### config.mk
export PLATFORM = sky130hd
export DESIGN_NAME = canflt_top
export DESIGN_NICKNAME = d
export VERILOG_FILES = /design/src/rtl/canflt_pkg.sv /design/src/rtl/canflt_regbank.sv /design/src/rtl/canflt_match.sv /design/src/rtl/canflt_prio.sv /design/src/rtl/canflt_top.sv
export SDC_FILE = /design/constraint.sdc
export NUM_CORES = 1
export LEC_CHECK = 0
export CORE_ASPECT_RATIO = 1.75
export CORE_UTILIZATION = 60
export DETAILED_ROUTE_END_ITERATION = 16
export PLACE_DENSITY = 0.82
export SETUP_SLACK_MARGIN = 0.2
export SKIP_LAST_GASP = 1
export SYNTH_ARGS = -nofsm -noshare
export SYNTH_HDL_FRONTEND = slang
export SYNTH_HIERARCHICAL = 1
export SYNTH_SLANG_ARGS = --single-unit
### constraint.sdc
create_clock -name clk -period 6.45 [get_ports clk]
set_input_delay 0.9675 -clock clk [delete_from_list [all_inputs] [get_ports clk]]
set_output_delay 0.9675 -clock clk [all_outputs]
set_load 0.02 [all_outputs]
### src/rtl/canflt_pkg.sv
package canflt_pkg;

    // Default sizing of the filter bank
    localparam int CF_ID_W     = 29;
    localparam int CF_STD_W    = 11;
    localparam int CF_NUM_FILT = 6;

    // Low address bit selects which half of a pair is written
    typedef enum logic {
        REG_CODE = 1'b0,
        REG_MASK = 1'b1
    } reg_kind_e;

endpackage

### src/rtl/canflt_regbank.sv
module canflt_regbank
    import canflt_pkg::*;
#(
    parameter int NUM_FILT = CF_NUM_FILT,
    parameter int ID_W     = CF_ID_W,
    parameter int ADDR_W   = 4
) (
    input  logic                           clk,
    input  logic                           rst,
    input  logic                           lock,
    input  logic                           wr_en,
    input  logic [ADDR_W-1:0]              wr_addr,
    input  logic [ID_W-1:0]                wr_data,
    output logic [NUM_FILT-1:0][ID_W-1:0]  code_o,
    output logic [NUM_FILT-1:0][ID_W-1:0]  mask_o
);

    localparam int SLOT_W = ADDR_W - 1;
    localparam logic [ID_W-1:0] ALL_DC = '1;

    logic              wr_ok;
    reg_kind_e         kind;
    logic [SLOT_W-1:0] slot;

    assign wr_ok = wr_en && !lock;
    assign kind  = reg_kind_e'(wr_addr[0]);
    assign slot  = wr_addr[ADDR_W-1:1];

    for (genvar k = 0; k < NUM_FILT; k++) begin : g_pair
        logic hit_slot;
        assign hit_slot = wr_ok && (slot == SLOT_W'(k));

        always_ff @(posedge clk) begin
            if (rst) begin
                code_o[k] <= '0;
                mask_o[k] <= ALL_DC;
            end else if (hit_slot) begin
                if (kind == REG_CODE) begin
                    code_o[k] <= wr_data;
                end else begin
                    mask_o[k] <= wr_data;
                end
            end
        end
    end

    // a locked bank does not move
    assert_locked_R7: assert property (@(posedge clk) disable iff (rst)
        (wr_en && lock) |=> ($stable(code_o) && $stable(mask_o)));

    // addresses beyond the last pair touch nothing
    assert_unmapped_R8: assert property (@(posedge clk) disable iff (rst)
        (wr_en && !lock && (int'(slot) >= NUM_FILT)) |=> ($stable(code_o) && $stable(mask_o)));

endmodule

### src/rtl/canflt_match.sv
module canflt_match
    import canflt_pkg::*;
#(
    parameter int NUM_FILT = CF_NUM_FILT,
    parameter int ID_W     = CF_ID_W,
    parameter int STD_W    = CF_STD_W
) (
    input  logic                           frm_ext,
    input  logic [ID_W-1:0]                frm_id,
    input  logic [NUM_FILT-1:0][ID_W-1:0]  code_i,
    input  logic [NUM_FILT-1:0][ID_W-1:0]  mask_i,
    output logic [NUM_FILT-1:0]            hit_o
);

    // Bits that take part in the compare for each frame format
    localparam logic [ID_W-1:0] STD_SPAN = {{(ID_W-STD_W){1'b0}}, {STD_W{1'b1}}};
    localparam logic [ID_W-1:0] EXT_SPAN = '1;

    logic [ID_W-1:0] span;
    assign span = frm_ext ? EXT_SPAN : STD_SPAN;

    for (genvar k = 0; k < NUM_FILT; k++) begin : g_cmp
        logic [ID_W-1:0] diff;
        assign diff     = (frm_id ^ code_i[k]) & ~mask_i[k] & span;
        assign hit_o[k] = ~|diff;
    end

endmodule

### src/rtl/canflt_prio.sv
module canflt_prio
    import canflt_pkg::*;
#(
    parameter int NUM_FILT = CF_NUM_FILT,
    parameter int IDX_W    = $clog2(CF_NUM_FILT)
) (
    input  logic                clk,
    input  logic                rst,
    input  logic [NUM_FILT-1:0] hit_i,
    output logic                any_o,
    output logic [IDX_W-1:0]    idx_o
);

    // Scan from the top so that the lowest set hit wins
    always_comb begin
        any_o = 1'b0;
        idx_o = '0;
        for (int k = NUM_FILT - 1; k >= 0; k--) begin
            if (hit_i[k]) begin
                any_o = 1'b1;
                idx_o = IDX_W'(k);
            end
        end
    end

    // the reported pair matched and no lower pair did
    assert_lowest_R4: assert property (@(posedge clk) disable iff (rst)
        any_o |-> ((((hit_i >> idx_o) & NUM_FILT'(1)) != '0) &&
                   ((hit_i & ((NUM_FILT'(1) << idx_o) - NUM_FILT'(1))) == '0)));

    // nothing matched means reject with index 0
    assert_nomatch_R5: assert property (@(posedge clk) disable iff (rst)
        (hit_i == '0) |-> (!any_o && idx_o == '0));

endmodule

### src/rtl/canflt_top.sv
module canflt_top
    import canflt_pkg::*;
#(
    parameter int NUM_FILT = CF_NUM_FILT,
    parameter int ID_W     = CF_ID_W,
    parameter int STD_W    = CF_STD_W,
    parameter int ADDR_W   = $clog2(2 * CF_NUM_FILT),
    parameter int IDX_W    = $clog2(CF_NUM_FILT)
) (
    input  logic              clk,
    input  logic              rst,
    input  logic              run_mode,
    input  logic              cfg_wr_en,
    input  logic [ADDR_W-1:0] cfg_addr,
    input  logic [ID_W-1:0]   cfg_wdata,
    input  logic              frm_valid,
    input  logic              frm_ext,
    input  logic [ID_W-1:0]   frm_id,
    output logic              res_valid,
    output logic              res_accept,
    output logic [IDX_W-1:0]  res_index
);

    logic [NUM_FILT-1:0][ID_W-1:0] code_q;
    logic [NUM_FILT-1:0][ID_W-1:0] mask_q;
    logic [NUM_FILT-1:0]           hit;
    logic                          any_hit;
    logic [IDX_W-1:0]              hit_idx;

    canflt_regbank #(
        .NUM_FILT (NUM_FILT),
        .ID_W     (ID_W),
        .ADDR_W   (ADDR_W)
    ) u_bank (
        .clk     (clk),
        .rst     (rst),
        .lock    (run_mode),
        .wr_en   (cfg_wr_en),
        .wr_addr (cfg_addr),
        .wr_data (cfg_wdata),
        .code_o  (code_q),
        .mask_o  (mask_q)
    );

    canflt_match #(
        .NUM_FILT (NUM_FILT),
        .ID_W     (ID_W),
        .STD_W    (STD_W)
    ) u_match (
        .frm_ext (frm_ext),
        .frm_id  (frm_id),
        .code_i  (code_q),
        .mask_i  (mask_q),
        .hit_o   (hit)
    );

    canflt_prio #(
        .NUM_FILT (NUM_FILT),
        .IDX_W    (IDX_W)
    ) u_prio (
        .clk   (clk),
        .rst   (rst),
        .hit_i (hit),
        .any_o (any_hit),
        .idx_o (hit_idx)
    );

    // Verdict register: one cycle after the strobe, zero otherwise
    always_ff @(posedge clk) begin
        if (rst) begin
            res_valid  <= 1'b0;
            res_accept <= 1'b0;
            res_index  <= '0;
        end else begin
            res_valid  <= frm_valid;
            res_accept <= frm_valid && any_hit;
            res_index  <= (frm_valid && any_hit) ? hit_idx : '0;
        end
    end

    // strobe follows every frame-valid cycle and only those
    assert_strobe_R6: assert property (@(posedge clk) disable iff (rst)
        frm_valid |=> res_valid);

    assert_idle_R6: assert property (@(posedge clk) disable iff (rst)
        !frm_valid |=> !res_valid);

    assert_quiet_R6: assert property (@(posedge clk) disable iff (rst)
        !res_valid |-> (!res_accept && res_index == '0));

    // reported index always names an existing pair
    assert_index_range_R4: assert property (@(posedge clk) disable iff (rst)
        res_accept |-> (int'(res_index) < NUM_FILT));

endmodule

==> impl_results.md <==
* R2r startpoint: u_bank/code_o[40]
* Initial core utilization at 61.0%
* H-tree depth at 1
* Area leader, netlist: dfxtp_1
* Setup TNS at 0 ns
* Number of global-route vias before repair at 11,300
* CTS tree: done
* Hold WC Path Type: register to register
* Syn_nets at 1,628
* Setup crit start kind: input port
* WL per Instance at 20.8 µm
* Crit. End Element: register
* Post-DRT Antenna Nets at 0
* DRT Wirelength at 39,700 µm
* Yosys warns at 6
* Cts hold-fix bufs at 0
* Clock net sink count at 353
* Area share of the largest cell type after synthesis at 44.8%
* Static Leak at 7.30 nW
* Unrepaired setup endpoints after global routing: no
* Pwr/cell area at 255 nW/µm²
* Mapped Area at 15,800 µm²
* Most area-consuming cells after synthesis: dfxtp_1 (45%), mux2i_1 (22%), xnor2_1 (9.7%), nand2b_1 (8.1%), nor2_1 (5.5%)
* Routability Congestion at 0.912
* Post-Synthesis Cells at 1,560
* First-pass GRT wire length at 61,500 µm
* Core Region at 25,900 µm²
* Largest net degree at the start of global routing at 184
* Final worst-path cycle share at 50.9%
* Final Non-Filler Cells at 1,909
* Critical Path AT at 3.79 ns
* Post-synthesis to final-layout area growth at 10.9%
* CP Launch Point: frm_id[20]
* Post-synth top cells: dfxtp_1 (353), mux2i_1 (348), nor2_1 (231)
* Most instantiated library cell after synthesis: dfxtp_1
* Drt drc at 0
* Post-CTS Setup Bufs at 0
* Nets at 1,633
* Buffers added on ports at 72
* # IOs at 73
* Synth Register Bits at 353
* Slowest stage cell, crit path: clkdlybuf4s50_1
* Final hold violations at 0
* Minimum period implied by the final worst setup slack at 3.29 ns
* Post-Place Worst Slack at 2.58 ns
* Total grt overflow at 0
* Clock buffer depth at 3
* # fillers at 2,002
* Initial antenna violation count at 1
* Placed cells at 1,852
* CTS resizes at 0
* Post-synth cell types at 28
* Worst EP required at 6.96 ns
* Die span in y at 216 µm
* Die area at 27,000 µm²
* Setup-failing EPs final at 0
* Setup WS post-layout at 3.16 ns
* Fraction of layout cells with a size suffix above 1 at 5.54%
* CP max stage delay at 0.69 ns
* Via density at 5.82
* Max FO, Critical Path at 6
* Clk slew on worst S/H paths at 0.07 ns
* Fin. max-slew vios at 0
* EDFF count, synth at 0
* Initial drt markers at 569
* Tot GR Track Use at 29.2%
* VDD IR max at 231 µV
* Async SR Flop Fraction at 0%
* Max transition margin at 16.5%
* Slew @ Worst Pin at 1.25 ns
* Cts bufs inserted at 31
* Max Cap Violations at 0
* Die Width at 125 µm
* Worst skew pair latency at 0.56 ns
* Vias at 11,100
* Post-synth top flop: dfxtp_1
* Root Buffer: clkbuf_16
* Worst clock skew at 0.00618 ns
* Min-delay src: u_bank/code_o[3]
* Top achievable clock speed at 0.304 GHz
* Critical path class: input port to register
* Multi-input logic area at 8120 µm²
* Drt first pass iters at 5
* # rows at 78
* Dpl hpwl at 27,300 µm
* Critical-path cell list: clkdlybuf4s50_1 -> xnor2_1 -> o22ai_1 -> nor3_1 -> nand4_1 -> a2111oi_2 -> nor2_1 -> a221oi_1 -> and4b_1
* CP Buf/Inv Count at 1
* CP delay by family, top: compound AO/OA/AOI/OAI gates
* Sequential area share after synthesis at 44.8%
* FF+latch area at 7070 µm²
* Status: completed
* Synthesized area per cell at 10.1 µm²
[layout by cell type, fill, tap and decap left out]
| cell | count |
|---|---|
| dfxtp_1 | 353 |
| mux2i_1 | 348 |
| nor2_1 | 231 |
| nand2b_1 | 204 |
| xnor2_1 | 174 |
| o22ai_1 | 84 |
| clkdlybuf4s50_1 | 71 |
| clkbuf_16 | 31 |
| buf_4 | 12 |
| clkbuf_8 | 9 |
| nand2_2 | 8 |
| nor3_1 | 7 |
| nand4_1 | 6 |
| or4_1 | 6 |
| a2111oi_2 | 6 |
| clkinv_2 | 5 |
| clkbuf_1 | 5 |
| bufinv_16 | 4 |
| and4b_1 | 3 |
| and3_2 | 3 |
| nor2b_1 | 3 |
| and4bb_2 | 2 |
| nand2_1 | 2 |
| diode_2 | 1 |
| and2b_2 | 1 |
| and3b_2 | 1 |
| inv_6 | 1 |
| clkinvlp_4 | 1 |
| buf_8 | 1 |
| nor4b_4 | 1 |
| and2_1 | 1 |
| and2_2 | 1 |
| inv_1 | 1 |
| a221oi_1 | 1 |
| nor4_2 | 1 |
[worst register-to-register path, delay by kind of cell (launching register included)]
| family | cells | cell delay, ns |
|---|---|---|
| simple gates | 4 | 0.95 |
| flops | 1 | 0.32 |
| compound gates | 3 | 1.03 |
| xor+xnor | 1 | 0.17 |
[metrics by stage]
stage	hold WS (ns)	cell area (µm²)	util [%]	power, mW
finish	0.489	17500	67.6	4.46
global route	0.505	17500	67.6	4.60
CTS	0.493	17500	67.6	4.49
detailed placement	0.481	16400	63.4	2.56
global placement	0.471	16400	63.4	2.56
floorplan	0.461	15800	-	2.46
[final timing paths]
| kind | endpoint | slack [ns] | cells past startpoint |
|---|---|---|---|
| worst max-delay path | res_index[0] | 3.16 | 9 |
| worst min-delay path | u_bank/code_o[3] | 0.49 | 2 |
| worst max register to register | res_index[0] | 3.93 | 8 |
| worst min register to register | u_bank/code_o[3] | 0.49 | 2 |
[per-layer routing]
metal  global-route usage (%)  wire [µm]  vias up  share of wire, %
met1                     30.3      14500     5423                37
li1                         -          -     5250                 -
met4                     21.8       3170        0               8.0
met5                        0          0        -                 0
met3                     3.21       1390      143               3.5
met2                     53.7      20600      286                52
[sequential cells by signal, summed over array words and instances, names as in the netlist]
name / count
res_accept: 1
res_index: 3
res_valid: 1
u_bank/code_o: 174
u_bank/mask_o: 174
[area by class of cell]
class / count / area share, %
Clock buffer: 45 / 5.25
Multi-Input combinational cell: 1094 / 46.4
Timing Repair Buffer: 84 / 4.67
Antenna cell: 1 / 0.0143
Sequential cell: 353 / 40.4
Tap cell: 320 / 2.29
Clock inverter: 11 / 0.923
Inverter: 1 / 0.0215
[logic make-up (layout without fill, tap and decap cells)]
logic type      after synthesis  count (layout)  share of synthesized area, %
xor+xnor                    174             174                          9.67
simple gates                481             481                          15.6
flops                       353             353                          44.8
other cells                   0               1                             0
buf+inv                     113             141                          3.83
compound gates               91              91                          3.96
mux                         348             348                          22.1
[power by group]
group | internal (mW) | total [mW] | switching, mW
Sequential | 2.20 | 2.21 | 0.0105
Combinational | 0.135 | 0.306 | 0.171
Clock | 1.14 | 1.95 | 0.808
Note: power is estimated with default switching activity, not from simulation.
